### src/rtl/tmds_dsk_pkg.sv
`timescale 1ns/1ps
package tmds_dsk_pkg;
  localparam int NLANE  = 3;
  localparam int WORD_W = 10;

  typedef logic [WORD_W-1:0] word_t;

  // Shared fill state of all lanes
  typedef enum logic [1:0] {
    DSK_IDLE,
    DSK_FILL,
    DSK_RUN
  } dsk_st_e;

  // One of the four blanking-period control symbols
  function automatic logic is_ctrl_token(input word_t w);
    case (w)
      10'h354, 10'h0AB, 10'h154, 10'h2AB: return 1'b1;
      default:                            return 1'b0;
    endcase
  endfunction

  // A lane reads unless it waits at a token while others still carry data
  function automatic logic lane_advances(input logic run, input logic own_tok,
                                         input logic every_tok);
    return run && (!own_tok || every_tok);
  endfunction

  // Enough words stored to begin reading
  function automatic logic fill_ready(input int lvl, input int thr);
    return lvl >= thr;
  endfunction

  // A held lane one write away from a full ring
  function automatic logic at_brink(input int lvl, input int depth);
    return lvl >= depth - 1;
  endfunction
endpackage

### src/rtl/dsk_lane_fifo.sv
`timescale 1ns/1ps
module dsk_lane_fifo
  import tmds_dsk_pkg::*;
#(
  parameter int DEPTH = 16,
  localparam int AW = $clog2(DEPTH),
  localparam int PW = AW + 1
) (
  input  logic          clk,
  input  logic          rst_n,
  input  logic          clr,
  input  logic          wr_en,
  input  word_t         wr_data,
  input  logic          rd_en,
  output word_t         head,
  output logic [PW-1:0] occ
);
  word_t         mem [DEPTH];
  logic [PW-1:0] wr_ptr;
  logic [PW-1:0] rd_ptr;

  always_ff @(posedge clk) begin
    if (wr_en) mem[wr_ptr[AW-1:0]] <= wr_data;
  end

  always_ff @(posedge clk or negedge rst_n) begin
    if (!rst_n) begin
      wr_ptr <= '0;
      rd_ptr <= '0;
    end else if (clr) begin
      wr_ptr <= '0;
      rd_ptr <= '0;
    end else begin
      if (wr_en) wr_ptr <= wr_ptr + 1'b1;
      if (rd_en) rd_ptr <= rd_ptr + 1'b1;
    end
  end

  assign head = mem[rd_ptr[AW-1:0]];
  assign occ  = wr_ptr - rd_ptr;


  occ_cap_chk: assert property (@(posedge clk) disable iff (!rst_n)
    occ < PW'(DEPTH));
endmodule

### src/rtl/dsk_ctrl.sv
`timescale 1ns/1ps
module dsk_ctrl
  import tmds_dsk_pkg::*;
#(
  parameter int DEPTH   = 16,
  parameter int PREFILL = 8,
  parameter int PW      = 5
) (
  input  logic                       clk,
  input  logic                       rst_n,
  input  logic                       all_ok,
  input  logic [NLANE-1:0]           tok,
  input  logic [NLANE-1:0][PW-1:0]   occ,
  output logic [NLANE-1:0]           rd_en,
  output logic                       wr_en,
  output logic                       clr,
  output logic                       running,
  output logic                       locked
);
  dsk_st_e          st;
  logic             prev_all_tok;
  logic             all_tok;
  logic             part_tok;
  logic [NLANE-1:0] hit;
  logic             brink;
  logic             go_run;
  logic             lock_set;
  logic             lock_drop;

  assign all_tok  = &tok;
  assign part_tok = (|tok) && !all_tok;
  assign running  = (st == DSK_RUN);

  for (genvar i = 0; i < NLANE; i++) begin : g_lane
    assign rd_en[i] = lane_advances(running, tok[i], all_tok);
    assign hit[i]   = running && !rd_en[i] && at_brink(32'(occ[i]), DEPTH);
  end

  assign brink     = all_ok && (|hit);
  assign clr       = !all_ok || brink;
  assign wr_en     = all_ok && !brink;
  assign go_run    = (st == DSK_FILL) && fill_ready(32'(occ[0]), PREFILL);
  assign lock_set  = running && all_tok && !prev_all_tok;
  assign lock_drop = running && part_tok;

  always_ff @(posedge clk or negedge rst_n) begin
    if (!rst_n) begin
      st <= DSK_IDLE;
    end else if (clr) begin
      st <= all_ok ? DSK_FILL : DSK_IDLE;
    end else begin
      case (st)
        DSK_IDLE: st <= DSK_FILL;
        DSK_FILL: if (go_run) st <= DSK_RUN;
        default:  st <= DSK_RUN;
      endcase
    end
  end

  always_ff @(posedge clk or negedge rst_n) begin
    if (!rst_n) begin
      prev_all_tok <= 1'b0;
      locked       <= 1'b0;
    end else if (clr) begin
      prev_all_tok <= 1'b0;
      locked       <= 1'b0;
    end else if (running) begin
      prev_all_tok <= all_tok;
      if (lock_set)       locked <= 1'b1;
      else if (lock_drop) locked <= 1'b0;
    end
  end


  fill_gate_chk: assert property (@(posedge clk) disable iff (!rst_n)
    $rose(running) |-> $past(occ[0]) >= PW'(PREFILL));


  lock_rise_chk: assert property (@(posedge clk) disable iff (!rst_n)
    $rose(locked) |-> $past(running && all_tok));


  lock_drop_chk: assert property (@(posedge clk) disable iff (!rst_n)
    running && part_tok |=> !locked);


  brink_flush_chk: assert property (@(posedge clk) disable iff (!rst_n)
    brink |=> !running && !locked);
endmodule

### src/rtl/tmds_lane_deskew.sv
`timescale 1ns/1ps
module tmds_lane_deskew
  import tmds_dsk_pkg::*;
#(
  parameter int DEPTH   = 16,
  parameter int PREFILL = 8
) (
  input  logic       clk,
  input  logic       rst_n,
  input  logic [9:0] ln0_word,
  input  logic [9:0] ln1_word,
  input  logic [9:0] ln2_word,
  input  logic       ln0_ok,
  input  logic       ln1_ok,
  input  logic       ln2_ok,
  output logic [9:0] out0_word,
  output logic [9:0] out1_word,
  output logic [9:0] out2_word,
  output logic       lanes_locked
);
  localparam int PW = $clog2(DEPTH) + 1;

  word_t                     in_w  [NLANE];
  word_t                     head  [NLANE];
  word_t                     out_q [NLANE];
  logic [NLANE-1:0]          tok;
  logic [NLANE-1:0][PW-1:0]  occ_v;
  logic [NLANE-1:0]          rd_en;
  logic                      all_ok;
  logic                      tok_all;
  logic                      wr_en;
  logic                      clr;
  logic                      running;
  logic                      locked;

  assign in_w[0] = ln0_word;
  assign in_w[1] = ln1_word;
  assign in_w[2] = ln2_word;
  assign all_ok  = ln0_ok && ln1_ok && ln2_ok;
  assign tok_all = &tok;

  for (genvar i = 0; i < NLANE; i++) begin : g_lane
    dsk_lane_fifo #(.DEPTH(DEPTH)) u_fifo (
      .clk     (clk),
      .rst_n   (rst_n),
      .clr     (clr),
      .wr_en   (wr_en),
      .wr_data (in_w[i]),
      .rd_en   (rd_en[i]),
      .head    (head[i]),
      .occ     (occ_v[i])
    );

    assign tok[i] = is_ctrl_token(head[i]);

    always_ff @(posedge clk or negedge rst_n) begin
      if (!rst_n)                 out_q[i] <= '0;
      else if (clr || !running)   out_q[i] <= '0;
      else                        out_q[i] <= head[i];
    end


    stall_hold_chk: assert property (@(posedge clk) disable iff (!rst_n)
      running && !rd_en[i] && !clr |=> head[i] == $past(head[i]));
  end

  dsk_ctrl #(.DEPTH(DEPTH), .PREFILL(PREFILL), .PW(PW)) u_ctrl (
    .clk     (clk),
    .rst_n   (rst_n),
    .all_ok  (all_ok),
    .tok     (tok),
    .occ     (occ_v),
    .rd_en   (rd_en),
    .wr_en   (wr_en),
    .clr     (clr),
    .running (running),
    .locked  (locked)
  );

  assign out0_word    = out_q[0];
  assign out1_word    = out_q[1];
  assign out2_word    = out_q[2];
  assign lanes_locked = locked;


  valid_drop_chk: assert property (@(posedge clk) disable iff (!rst_n)
    !all_ok |=> !lanes_locked && out0_word == '0 && out1_word == '0 && out2_word == '0);


  joint_step_chk: assert property (@(posedge clk) disable iff (!rst_n)
    running && tok_all && !clr |=>
      is_ctrl_token(out0_word) && is_ctrl_token(out1_word) && is_ctrl_token(out2_word));
endmodule

### config.mk
export PLATFORM = sky130hd
export DESIGN_NAME = tmds_lane_deskew
export DESIGN_NICKNAME = d
export VERILOG_FILES = /design/src/rtl/tmds_dsk_pkg.sv /design/src/rtl/dsk_lane_fifo.sv /design/src/rtl/dsk_ctrl.sv /design/src/rtl/tmds_lane_deskew.sv
export SDC_FILE = /design/constraint.sdc
export NUM_CORES = 1
export LEC_CHECK = 0
export ABC_AREA = 1
export BUFFER_PORTS_ARGS = -buffer_cell sky130_fd_sc_hd__buf_4
export CORE_ASPECT_RATIO = 0.5
export CORE_MARGIN = 8
export CORE_UTILIZATION = 65
export CTS_BUF_LIST = sky130_fd_sc_hd__clkbuf_8
export DETAILED_ROUTE_END_ITERATION = 10
export PLACE_DENSITY = 0.86
export SKIP_CTS_REPAIR_TIMING = 1
export SYNTH_ARGS = -nofsm -noshare
export SYNTH_HDL_FRONTEND = slang
export SYNTH_SLANG_ARGS = --single-unit
### constraint.sdc
create_clock -name clk -period 3.55 [get_ports clk]
set_input_delay 0.71 -clock clk [delete_from_list [all_inputs] [get_ports clk]]
set_output_delay 0.71 -clock clk [all_outputs]
set_load 0.05 [all_outputs]
==> flow_metrics.env <==
export IMPL_fin_skew_ns=0.04504
export IMPL_num_antenna_cells=0
export IMPL_crit_chain="buf_4 -> buf_4 -> nor2_1 -> nor2_1 -> o21ai_0 -> o21ai_0 -> nor2_1 -> nor2_1 -> nor2_1 -> nor2_1 -> nand3_1 -> nand2_4 -> buf_4 -> nand3_2 -> nand3_2 -> nand2_2 -> nand2_4 -> buf_12 -> nor2_1 -> buf_6"
export IMPL_syn_cell_area_mm2=0.02369
export IMPL_tightest_slew_ns=0.9381
export IMPL_powerDensity_mw_per_mm2=446.9
export IMPL_end_kind="flop"
export IMPL_yosysWarnings=0
export IMPL_min_period_ns=3.391
export IMPL_nets=2503
export IMPL_seq_area_mm2=0.01602
export IMPL_clock_path_buffers=3
export IMPL_timing_rr_end="g_lane[0].u_fifo.mem[2][0]"
export IMPL_setup_viol=0
export IMPL_drc=0
export IMPL_finalPower_w=0.01195
export IMPL_hold_violations=0
export IMPL_use_met2_pct=46.75
export IMPL_multiInputGateArea_mm2=0.006331
export IMPL_seq_area_frac_synth_pct=67.60
export IMPL_cpPeakStageDelay_ns=0.50
export IMPL_core_area_mm2=0.03593
export IMPL_clockRootBuffer="clkbuf_8"
export IMPL_die_h_um=151.0
export IMPL_fin_hold_ws_ns=0.1985
export IMPL_fillers=2296
export IMPL_dp_cells=2838
export IMPL_drive_gt1_share_pct=12.26
export IMPL_worstSetupStartpointType="flop"
export IMPL_synth_commonest_cells="nand2_1 (604), edfxtp_1 (480), nor2_1 (404)"
export IMPL_synth_top_area_share_pct=60.84
export IMPL_wire_per_inst_um=20.37
export IMPL_met3_usage_pct=5.167
export IMPL_grt_max_degree=89
export IMPL_hold_class="in2async"
export IMPL_routabilityCongestion=0.9834
export IMPL_critical_path_class="reg2reg"
export IMPL_grt_pass1_vias=16750
export IMPL_dieArea_mm2=0.04318
export IMPL_grt_pass1_wl_um=92070
export IMPL_dp_hpwl_um=38220
export IMPL_cts_htree_levels=3
export IMPL_leakagePower_nw=11.03
export IMPL_critical_path_required_ns=3.89
export IMPL_synth_edf_count=480
export IMPL_via_per_inst=5.761
export IMPL_syn_area_per_cell_um2=10.31
export IMPL_die_w_um=286.0
export IMPL_ys_seq_elements=544
export IMPL_finalSetupTns_ns=0
export IMPL_cp_slowest_cell="dfrtp_2"
export IMPL_critPathTopFamily="simple AND/OR/NAND/NOR gates"
export IMPL_ys_flop_type="edfxtp_1"
export IMPL_cpMostUsedCell="nor2_1"
export IMPL_drt_pass1_iter_count=6
export IMPL_synthesis_instances=2297
export IMPL_clk_pin_slew_ns=0.07
export IMPL_globalRouteMet1Util_pct=35.05
export IMPL_ys_types=38
export IMPL_ant_nets=0
export IMPL_antenna_found_initial=0
export IMPL_cts_sinks=544
export IMPL_fin_crit_sh_pct=95.51
export IMPL_cts_tree="done"
export IMPL_ys_async_sr_fraction_pct=11.76
export IMPL_first_iter_violations=2599
export IMPL_grt_busiest_layer="met2"
export IMPL_relSlewSlack_pct=37.46
export IMPL_grt_util_all_layers_pct=27.73
export IMPL_yosysMostFrequentCell="nand2_1"
export IMPL_numCtsBuffers=73
export IMPL_initial_core_util_pct=65.94
export IMPL_syn_num_nets=2362
export IMPL_drt_wl_total_um=60680
export IMPL_reg2regPathDepth=20
export IMPL_maxSlewViolCount=0
export IMPL_gr_total_overflow=0
export IMPL_syn2layout_area_growth_pct=12.85
export IMPL_fin_cells=2979
export IMPL_pin_count=66
export IMPL_rows=49
export IMPL_rsz0062_at_grt="yes"
export IMPL_crit_fanout=33
export IMPL_status="finished, final reports clean"
export IMPL_clock_latency_ns=0.65
export IMPL_cap_violations=0
export IMPL_ff2ff_setup_slack_ns=0.16
export IMPL_port_buffers=65
export IMPL_clock_fmax_mhz=294.9
export IMPL_netlist_top_cells_area="edfxtp_1 (61%), nand2_1 (9.6%), dfrtp_1 (6.8%), nor2_1 (6.4%), inv_1 (3.4%)"
export IMPL_timing_rr_start="g_lane[0].u_fifo.rd_ptr[0]"
export IMPL_vdd_drop_max_mv=0.3695
export IMPL_critPathBufInv=5
export IMPL_critPathLaunch="g_lane[0].u_fifo.rd_ptr[0]"
export IMPL_synth_top_area_cell="edfxtp_1"
export IMPL_num_vias=17160
export IMPL_worstPathArrival_ns=3.73
layout by cell type, fill, tap and decap left out, types with 2 or more instances in the layout:
master and count:
clkinvlp_4 2, xor2_1 16, fa_1 3, nor2_1 400
nor3_1 4, nand2_1 604, nor4_1 2, clkinv_2 12
inv_1 240, dfrtp_2 3, bufinv_16 4, a31oi_1 4
inv_2 6, nand3_1 154, o21ai_1 40, dfrtp_1 61
o211ai_1 2, nand2_2 2, a21oi_1 8, xnor2_1 5
buf_4 138, buf_12 13, o22ai_1 13, clkinv_1 13
nand2_4 3, a221oi_1 3, nor2_2 16, clkbuf_8 78
edfxtp_1 480, buf_6 15, ha_1 27, o21ai_0 106
nand3_2 6
metal layers:
layer / wire length [µm] / vias to the layer above
li1: - / 7813
met1: 22280 / 8017
met2: 29570 / 1104
met3: 6107 / 228
met4: 2723 / 0
met5: 0 / -
stage by stage:
| step | instance area [µm²] | util, % | setup WS (ns) |
|---|---|---|---|
| 6_report | 26730 | 74.41 | 0.1594 |
| 2_1_floorplan | 23690 | - | 0.3870 |
| 5_1_grt | 26730 | 74.41 | -0.04590 |
| 3_5_place_dp | 25150 | 70.00 | 0.2066 |
| 3_3_place_gp | 25150 | 70.00 | 0.3346 |
| 4_1_cts | 26560 | 73.92 | 0.1677 |
worst max-delay path by stage:
stage | to | slack [ns] | cells past startpoint
finish | g_lane[0].u_fifo.mem[2][0] | 0.16 | 20
floorplan | g_lane[0].u_fifo.mem[13][0] | 0.39 | 16
CTS | g_lane[2].u_fifo.mem[1][9] | 0.17 | 18
global route | g_lane[0].u_fifo.mem[4][6] | -0.05 | 20
global placement | g_lane[2].u_fifo.mem[8][3] | 0.33 | 19
detailed placement | g_lane[1].u_fifo.mem[2][1] | 0.21 | 19
report_power, final:
part / leakage [nW] / internal [W] / total, W / switching [W]
clock network: 0.810 / 0.00233 / 0.00468 / 0.00234
logic: 5.02 / 0.0000634 / 0.000289 / 0.000225
registers: 5.21 / 0.00698 / 0.00698 / 0.00000755
total: 11.0 / 0.00937 / 0.0119 / 0.00257
cell families (layout without fill, tap and decap cells):
logic type	count (synthesis)	in the layout	synth area share, %
flip-flops	544	544	67.60
AO/OA/AOI/OAI	180	180	4.014
buffers and inverters	328	526	5.820
adder cells (fa/ha/maj)	30	30	1.680
AND/OR/NAND/NOR	1194	1194	20.11
XOR/XNOR	21	21	0.7764
worst register-to-register path, cell delays in order, from the launching register on:
cell and delay, ns:
dfrtp_2 0.50, buf_4 0.19, buf_4 0.18, nor2_1 0.12
nor2_1 0.06, o21ai_0 0.13, o21ai_0 0.16, nor2_1 0.11
nor2_1 0.06, nor2_1 0.17, nor2_1 0.08, nand3_1 0.13
nand2_4 0.11, buf_4 0.17, nand3_2 0.07, nand3_2 0.09
nand2_2 0.09, nand2_4 0.11, buf_12 0.22, nor2_1 0.17
buf_6 0.17
sequential cells by signal (all words and copies together) (netlist names):
| register | cells |
|---|---|
| g_lane.u_fifo.wr_ptr | 15 |
| u_ctrl.st | 2 |
| u_ctrl.prev_all_tok | 1 |
| out2_word | 10 |
| out0_word | 10 |
| u_ctrl.locked | 1 |
| g_lane.u_fifo.rd_ptr | 15 |
| g_lane.u_fifo.mem | 480 |
| out1_word | 10 |
final cells by class:
type                    count  area share [%]
flip-flops and latches    544           59.92
multi-input cells        1425           23.68
repair buffers            169           5.696
clock buffers              78           4.016
inverters                 225           3.168
well taps                 484           2.265
clock inverters            54           1.254
No activity file was read; power rests on OpenSTA's default activity.
